File: config.mk
export PLATFORM = sky130hd
export DESIGN_NAME = microseq_top
export DESIGN_NICKNAME = d
export VERILOG_FILES = /design/src/rtl/microseq_pkg.sv /design/src/rtl/microseq_store.sv /design/src/rtl/microseq_nextaddr.sv /design/src/rtl/microseq_top.sv
export SDC_FILE = /design/constraint.sdc
export NUM_CORES = 1
export LEC_CHECK = 0
export BUFFER_PORTS_ARGS = -buffer_cell sky130_fd_sc_hd__buf_4
export CAP_MARGIN = 20
export CORE_MARGIN = 3
export CORE_UTILIZATION = 30
export CTS_BUF_LIST = sky130_fd_sc_hd__clkbuf_4
export DETAILED_ROUTE_END_ITERATION = 10
export HOLD_SLACK_MARGIN = 0.15
export PLACE_DENSITY = 0.52
export SYNTH_ARGS = -nofsm -noshare
export SYNTH_HDL_FRONTEND = slang
export SYNTH_SLANG_ARGS = --single-unit
File: constraint.sdc
create_clock -name clk -period 2.7 [get_ports clk]
set_input_delay 0.54 -clock clk [delete_from_list [all_inputs] [get_ports clk]]
set_output_delay 0.54 -clock clk [all_outputs]
set_load 0.03 [all_outputs]
File: src/rtl/microseq_pkg.sv
package microseq_pkg;
  localparam int UA_W  = 6;
  localparam int UW_W  = 16;
  localparam int OP_W  = 4;
  localparam int CND_W = 3;
  localparam int CL_W  = UW_W - 1;
  localparam int PAD_W = UW_W - 1 - CND_W - UA_W;

  typedef enum logic [CND_W-1:0] {
    C_ALWAYS = 3'd0, C_Z = 3'd1, C_C = 3'd2, C_N = 3'd3,
    C_NZ = 3'd4, C_NC = 3'd5, C_NN = 3'd6, C_MAP = 3'd7
  } cond_e;

  function automatic logic [UW_W-1:0] ctl_word(input int lines);
    return {1'b0, CL_W'(lines)};
  endfunction

  function automatic logic [UW_W-1:0] br_word(input cond_e c, input int tgt);
    return {1'b1, c, {PAD_W{1'b0}}, UA_W'(tgt)};
  endfunction

  // Build-time microprogram: fetch at 0, four words per opcode routine.
  function automatic logic [UW_W-1:0] ucode_word(input int a);
    int k;
    int s;
    k = a / 4;
    s = a % 4;
    if (k == 0) begin
      case (s)
        0:       return ctl_word(16'h0001);
        1:       return ctl_word(16'h0002);
        2:       return br_word(C_MAP, 0);
        default: return ctl_word(0);
      endcase
    end
    case (s)
      0:       return ctl_word((k << 8) | 16'h10);
      1:       return (k <= 7) ? br_word(cond_e'(CND_W'(k - 1)), a + 2)
                               : ctl_word((k << 8) | 16'h20);
      2:       return (k <= 7) ? br_word(C_ALWAYS, 0)
                               : ctl_word((k << 8) | 16'h40);
      default: return br_word(C_ALWAYS, 0);
    endcase
  endfunction
endpackage

File: src/rtl/microseq_store.sv
module microseq_store
  import microseq_pkg::*;
#(
  parameter int AW = UA_W,
  parameter int DW = UW_W
) (
  input  logic          clk,
  input  logic          rd_en,
  input  logic [AW-1:0] addr,
  output logic [DW-1:0] rd_data
);
  localparam int DEPTH = 1 << AW;

  logic [DW-1:0] mem [DEPTH];

  initial begin
    for (int i = 0; i < DEPTH; i++) mem[i] = DW'(ucode_word(i));
  end

  // Registered read port: this register is the control buffer.
  always_ff @(posedge clk) begin
    if (rd_en) rd_data <= mem[addr];
  end
endmodule

File: src/rtl/microseq_nextaddr.sv
module microseq_nextaddr
  import microseq_pkg::*;
#(
  parameter int AW  = UA_W,
  parameter int DW  = UW_W,
  parameter int OPW = OP_W
) (
  input  logic [DW-1:0]  word,
  input  logic [AW-1:0]  car,
  input  logic [2:0]     flags,
  input  logic [OPW-1:0] opcode,
  output logic [AW-1:0]  next_addr
);
  localparam int SHIFT = AW - OPW;

  cond_e cond;
  logic  hit;
  logic  fz, fc, fn;

  assign fz = flags[0];
  assign fc = flags[1];
  assign fn = flags[2];

  always_comb begin
    cond = cond_e'(word[DW-2 -: CND_W]);
    case (cond)
      C_ALWAYS: hit = 1'b1;
      C_Z:      hit = fz;
      C_C:      hit = fc;
      C_N:      hit = fn;
      C_NZ:     hit = ~fz;
      C_NC:     hit = ~fc;
      C_NN:     hit = ~fn;
      default:  hit = 1'b0;
    endcase
    next_addr = car + AW'(1);
    if (word[DW-1]) begin
      if (cond == C_MAP)  next_addr = AW'(opcode) << SHIFT;
      else if (hit)       next_addr = word[AW-1:0];
    end
  end
endmodule

File: src/rtl/microseq_top.sv
module microseq_top
  import microseq_pkg::*;
#(
  parameter int AW  = UA_W,
  parameter int DW  = UW_W,
  parameter int OPW = OP_W
) (
  input  logic           clk,
  input  logic           rst,
  input  logic [2:0]     alu_flags,
  input  logic [OPW-1:0] opcode,
  output logic [DW-2:0]  ctrl_lines,
  output logic [AW-1:0]  uaddr
);
  localparam int SHIFT = AW - OPW;

  logic          exec_ph;
  logic [DW-1:0] cbr;
  logic [AW-1:0] car_nx;

  microseq_store #(.AW(AW), .DW(DW)) store_i (
    .clk(clk), .rd_en(~exec_ph), .addr(uaddr), .rd_data(cbr)
  );

  microseq_nextaddr #(.AW(AW), .DW(DW), .OPW(OPW)) nxt_i (
    .word(cbr), .car(uaddr), .flags(alu_flags), .opcode(opcode),
    .next_addr(car_nx)
  );

  always_ff @(posedge clk) begin
    if (rst) begin
      exec_ph    <= 1'b0;
      uaddr      <= '0;
      ctrl_lines <= '0;
    end else begin
      exec_ph <= ~exec_ph;
      if (exec_ph) begin
        uaddr      <= car_nx;
        ctrl_lines <= cbr[DW-1] ? '0 : cbr[DW-2:0];
      end
    end
  end

  assert_hold_R2: assert property (@(posedge clk) disable iff (rst)
    !exec_ph |=> ($stable(uaddr) && $stable(ctrl_lines)));

  assert_seq_R3: assert property (@(posedge clk) disable iff (rst)
    (exec_ph && !cbr[DW-1]) |=> (uaddr == $past(uaddr) + AW'(1)));

  assert_quiet_R4: assert property (@(posedge clk) disable iff (rst)
    (exec_ph && cbr[DW-1]) |=> (ctrl_lines == '0));

  assert_always_R5: assert property (@(posedge clk) disable iff (rst)
    (exec_ph && cbr[DW-1] && cbr[DW-2 -: CND_W] == C_ALWAYS)
      |=> (uaddr == $past(cbr[AW-1:0])));

  assert_map_R7: assert property (@(posedge clk) disable iff (rst)
    (exec_ph && cbr[DW-1] && cbr[DW-2 -: CND_W] == C_MAP)
      |=> (uaddr == (AW'($past(opcode)) << SHIFT)));
endmodule

==> results of run 1 <==
==> worst register-to-register path, stage by stage (launching register included) <==
cell and delay (ns):
dfxtp_1 0.50, ha_1 0.27, inv_1 0.06, ha_1 0.29, o21ai_0 0.15, a31oi_1 0.08
a211o_1 0.32, a21oi_1 0.11
==> registers in the layout, indices dropped and copies added, names as in the netlist <==
register / flops
store_i.rd_data: 15
exec_ph: 1
uaddr: 6
ctrl_lines: 14
==> layout make-up <==
cell class	count	area, µm²	share of cell area (%)
clock buffer	6	45.0	2.09
clock inverter	2	35.0	1.63
inverter	7	26.3	1.22
multi-input combinational	138	858	39.9
sequential	36	871	40.5
tap	72	90.1	4.19
timing repair buffer	30	225	10.5
==> cells in the final DEF (no fill, tap or decap), drive strengths merged, types with 3 or more instances in the layout <==
cell type	instances
nor2	33
buf	30
dfxtp	21
edfxtp	15
nand2	14
a22oi	11
o21ai	10
a21oi	9
nand3	9
inv	7
and2	6
clkbuf	6
mux2i	5
ha	5
nor2b	4
mux2	4
a211o	3
==> power groups by stage <==
| stage | logic, mW | registers [mW] | clock network [mW] |
|---|---|---|---|
| global route | 0.315 | 0.699 | 0.415 |
| detailed placement | 0.284 | 0.702 | 0 |
| finish | 0.281 | 0.688 | 0.385 |
| global placement | 0.284 | 0.701 | 0 |
| floorplan | 0.196 | 0.699 | 0 |
| CTS | 0.285 | 0.689 | 0.396 |
==> cells by family after synthesis <==
group,count (synthesis),share of synthesized area (%)
adder cells (fa/ha/maj),5,3.45
AO/OA/AOI/OAI,45,17.0
flip-flops,36,48.0
buffers and inverters,21,4.69
other,1,0.207
multiplexers,9,5.45
AND/OR/NAND/NOR,75,19.7
XOR/XNOR,3,1.45
==> metal layers <==
layer	vias up	GRT usage, %
met4	0	5.26
met1	654	17.5
met2	24	18.3
li1	730	-
met3	7	3.06
met5	-	0
==> how the worst max path moves through the flow <==
stage	from	to	slack (ns)
after floorplan	uaddr[0]	uaddr[2]	0.88
after CTS	uaddr[0]	uaddr[2]	0.86
after global placement	uaddr[0]	uaddr[2]	0.86
after global routing	uaddr[1]	uaddr[2]	0.69
after detailed placement	uaddr[0]	uaddr[2]	0.88
final	uaddr[0]	uaddr[2]	0.86
==> metrics by stage <==
step / hold WS, ns / utilization (%) / total power [mW]
floorplan: 0.455 / - / 0.894
global placement: 0.469 / 36.5 / 0.985
detailed placement: 0.478 / 36.5 / 0.985
CTS: 0.506 / 37.9 / 1.37
global route: 0.526 / 37.9 / 1.43
finish: 0.498 / 37.9 / 1.36
==> flow_summary_export.csv, run 1 <==
group,metric,value,unit
outcome,status,"completed",
sta,hold_viol,0,
synthesis,netlist.area_leader.share,24.8,%
die,core_area,5680,µm²
place,numPortBuffers,28,
route,met1_length,2.09,mm
power_and_ir_drop,swShare,30.1,%
clock_tree,clk_latency,0.34,ns
route,num_vias,1415,
flow_run,drv_cap,0,
place,gp_congestion,0.812,
synthesis,async_flop_share,0,%
worst_setup_path,timing.rr.start,"uaddr[0]",
synthesis,ys_warn_count,0,
clock_tree,cts_setup_buffers,0,
route,dr_wl_met3,144,µm
route,drc,0,
worst_setup_path,arrival,2.13,ns
sta,period_share,68.2,%
worst_setup_path,crit-reg2reg-capture,"uaddr[2]",
die,start_util,32.0,%
synthesis,synth_cell_types,40,
synthesis,syn_area,1810,µm²
worst_setup_path,path_max_fanout,8,
clock_tree,cts_max_path_buffers,2,
min_path,min_path_type,"reg -> reg",
power_and_ir_drop,p_clk_share,28.4,%
layout,fillCellCount,596,
worst_setup_path,crit_cells,7,
synthesis,yosys.cell_count.top_type,"nor2_1",
die,fp.dieW,83.8,µm
place,post_dp_cell_area,2070,µm²
layout,fin_area,2150,µm²
die,rows,27,
layout,antenna_cells,0,
synthesis,netlist_top_cells_area,"edfxtp_1, dfxtp_1, nor2_1",
global_routing,grt_util_all_layers,12.5,%
die,die_h,83.8,µm
layout,layout.nets,232,
power_and_ir_drop,cellLeakagePower,0.889,nW
global_routing,grt-ovfl-total,0,
synthesis,ys.flop_type,"dfxtp_1",
synthesis,yosys-top-cells-count,"nor2_1, dfxtp_1, edfxtp_1, nand2_1, a22oi_1",
sta,fin_ws,0.859,ns
global_routing,grt_pass1_wl,7.03,mm
route,highest_layer,"met4",
worst_setup_path,max_stage_delay,0.50,ns
route,vias_per_cell,4.86,
layout,instances_no_fill,291,
route,initialDrtViolationCount,71,
clock_tree,cts_tree,"done",
die,die_area,7020,µm²
worst_setup_path,crit_family,"compound AO/OA/AOI/OAI gates",
route,firstDrtPassIters,4,
worst_setup_path,slowest_stage,"dfxtp_1",
sta,slew_violations,0,
clock_tree,clkTransAtPathRegs,0.11,ns
power_and_ir_drop,power.switching,408,µW
worst_setup_path,cp.required,2.99,ns
clock_tree,ctsHoldBuffers,0,
route,postRouteAntennaNets,0,
place,place_inst,283,
worst_setup_path,rr_worst_depth,7,
min_path,hold_end,"ctrl_lines[9]",
route,routed_wl,4.13,mm
sta,fin_tns_setup,0,ns
global_routing,antenna_found_initial,0,
power_and_ir_drop,ir_worst_vdd,195,µV
sta,finalSetupViolCount,0,
sta,final.setup_skew,0.0157,ns
clock_tree,clock-root-buffer,"clkbuf_4",
worst_setup_path,path_common_cell,"ha_1",
power_and_ir_drop,internal-power,947,µW
worst_setup_path,ff2ff_setup_slack,0.86,ns
synthesis,syn_nets,209,
sta,max_slew_margin,49.7,%
clock_tree,cts_buffers,5,
sta,fmax,0.543,GHz
layout,drive_gt1_share,21.0,%
global_routing,grt_max_degree,34,
sta,tightestPinTransition,0.752,ns
worst_setup_path,worstSetupPathType,"reg -> reg",
worst_setup_path,worst_setup_path_start_kind,"register",
min_path,hp-start,"store_i.rd_data[9]",
global_routing,grt_pass1_vias,1407,
synthesis,syn_area_per_cell,9.30,µm²
place,dpl.hpwl,2.85,mm
sta,period_needed,1.84,ns
power_and_ir_drop,p_per_area,630,nW/µm²
place,dp_slack,0.882,ns
worst_setup_path,crit_chain,"ha_1 -> inv_1 -> ha_1 -> o21ai_0 -> a31oi_1 -> a211o_1 -> a21oi_1",
min_path,hold_depth,2,
power_and_ir_drop,pwr-share-comb,20.8,%
die,boundaryPins,30,
synthesis,synth_enable_flop_cells,15,
worst_setup_path,cp-end-kind,"register",
synthesis,yosysTopAreaCell,"edfxtp_1",
synthesis,synth-seq-cells,36,
sta,grt_setup_unrepaired,"no",
power_and_ir_drop,power_frac_seq,50.8,%
clock_tree,htreeDepth,2,
worst_setup_path,critical_path_buf_inv_count,1,
clock_tree,clock_sinks,36,
synthesis,syn-instance-count,195,
clock_tree,cts_resized,0,
synthesis,seq_area_frac_synth,48.0,%
route,wire_per_inst,14.2,µm
layout,area_growth,18.6,%
route,wl_met2,1.82,mm
Power figures use the tool's default switching activity.
==> inputs of run 2 (changes only) <==
Clock period 2.7 ns to 1.8 ns, I/O delays scaled along.
==> run 2 against run 1 <==
Against the previous run:
- power rose by 41%
- setup slack worse by 0.76 ns
- combinational power up 78%
- sequential share of layout area shrank 1.3 points
- critical path type unchanged
- largest power group unchanged
- highest routed layer unchanged
==> flow_summary_export.csv, run 2 (synthesis results as in run 1) <==
group,metric,value,unit
outcome,status,"completed",
power_and_ir_drop,p_clk_share,21.5,%
route,drc,0,
layout,layout.nets,245,
place,dp_slack,0.0946,ns
route,routed_wl,4.27,mm
layout,drive_gt1_share,25.9,%
die,core_area,5680,µm²
layout,most-common-layout-cells,"buf_4, nor2_1, dfxtp_1",
clock_tree,clock-root-buffer,"clkbuf_4",
layout,area_growth,22.8,%
sta,slew_violations,0,
power_and_ir_drop,p_per_area,859,nW/µm²
sta,final.setup_skew,0.00861,ns
layout,fin_util,39.2,%
place,gp_congestion,0.756,
clock_tree,cts_max_path_buffers,2,
global_routing,antenna_found_initial,0,
global_routing,grt_pass1_vias,1455,
clock_tree,cts_buffers,5,
layout,largest-register,"store_i.rd_data",
die,fp.dieW,83.8,µm
worst_setup_path,rr_worst_depth,6,
sta,fmax,0.587,GHz
route,vias_per_cell,4.85,
sta,finalSetupViolCount,0,
layout,final_common_cell,"buf_4",
power_and_ir_drop,power_frac_seq,52.4,%
worst_setup_path,ff2ff_setup_slack,0.1,ns
layout,instances_no_fill,304,
worst_setup_path,worst_setup_path_start_kind,"register",
clock_tree,clock_sinks,36,
layout,antenna_cells,0,
route,wire_per_inst,14.1,µm
min_path,hold_end,"uaddr[0]",
place,place_inst,294,
sta,period_needed,1.70,ns
die,die_h,83.8,µm
worst_setup_path,worstSetupPathType,"reg -> reg",
sta,hold_viol,0,
flow_run,drv_cap,0,
global_routing,grt-ovfl-total,0,
route,firstDrtPassIters,4,
power_and_ir_drop,swShare,32.4,%
power_and_ir_drop,cellLeakagePower,0.944,nW
power_and_ir_drop,internal-power,1.29,mW
layout,largest_reg_flops,15,
worst_setup_path,cp.required,2.06,ns
power_and_ir_drop,pwr-share-comb,26.1,%
sta,fin_tns_setup,0,ns
power_and_ir_drop,total_power,1.91,mW
clock_tree,clk_latency,0.34,ns
global_routing,grt_pass1_wl,7.29,mm
route,initialDrtViolationCount,71,
route,postRouteAntennaNets,0,
sta,grt_setup_unrepaired,"no",
min_path,hold_depth,2,
power_and_ir_drop,power.switching,621,µW
die,start_util,32.0,%
min_path,min_path_type,"in -> reg",
sta,whs,0.350,ns
worst_setup_path,path_max_fanout,7,
clock_tree,htreeDepth,2,
clock_tree,ctsHoldBuffers,0,
die,rows,27,
global_routing,grt_max_degree,22,
place,post_dp_cell_area,2150,µm²
place,numPortBuffers,28,
clock_tree,cts_tree,"done",
clock_tree,clkTransAtPathRegs,0.11,ns
sta,fin_ws,0.0958,ns
worst_setup_path,cp-end-kind,"register",
power_and_ir_drop,ir_worst_vdd,304,µV
worst_setup_path,crit-reg2reg-capture,"uaddr[0]",
layout,fin_area,2230,µm²
sta,period_share,94.7,%
worst_setup_path,arrival,1.96,ns
min_path,hp-start,"rst",
layout,reg_top3,"store_i.rd_data (15), ctrl_lines (14), uaddr (6)",
layout,fillCellCount,566,
worst_setup_path,timing.rr.start,"store_i.rd_data[14]",
die,die_area,7020,µm²
route,num_vias,1473,
place,dpl.hpwl,3.16,mm
die,boundaryPins,30,
global_routing,grt_util_all_layers,13.0,%
==> run 2: repair_timing <==
| action | in CTS | in global routing |
|---|---|---|
| gates resized for setup | 0 | 1 |
| setup endpoints to repair | 0 | 3 |
| buffers inserted | 0 | 2 |
| hold endpoints to repair | 0 | 0 |
==> run 2: final cells by class <==
cell class	count	area [µm²]	share of cell area, %
sequential	36	872	39.2
tap	72	90.1	4.04
inverter	7	26.3	1.18
clock inverter	3	13.8	0.618
clock buffer	5	37.5	1.69
timing repair buffer	43	323	14.5
multi-input combinational	138	865	38.8
==> run 2: worst max-delay path, stage by stage, from the launching register on <==
cell	delay (ns)
edfxtp_1	0.50
buf_4	0.19
o21bai_1	0.16
o221ai_2	0.14
nand3_4	0.13
mux2_4	0.31
a221oi_2	0.20
==> run 2: per-layer routing <==
layer / part of all wire (%) / wire length (µm) / global-route usage, %
met2: 47 / 2020 / 19.6
met4: 1.6 / 70 / 4.82
met3: 3.2 / 136 / 2.96
met1: 48 / 2040 / 18.1
met5: 0 / 0 / 0
==> run 2: worst max path at each step <==
stage	cells after the start	from	slack, ns	end
CTS	5	store_i.rd_data[14]	0.09	uaddr[0]
detailed placement	5	store_i.rd_data[14]	0.09	uaddr[0]
floorplan	7	uaddr[1]	0.002	uaddr[2]
finish	6	store_i.rd_data[14]	0.1	uaddr[0]
global placement	5	store_i.rd_data[14]	0.16	uaddr[0]
global route	6	store_i.rd_data[14]	0.02	uaddr[0]
==> run 2: power groups by stage <==
stage	Sequential (mW)	Combinational (mW)	Clock, mW
2_1_floorplan	1.05	0.293	0
3_3_place_gp	1.02	0.497	0
3_5_place_dp	1.02	0.495	0
4_1_cts	1.00	0.496	0.429
5_1_grt	1.02	0.559	0.461
6_report	1.00	0.499	0.411
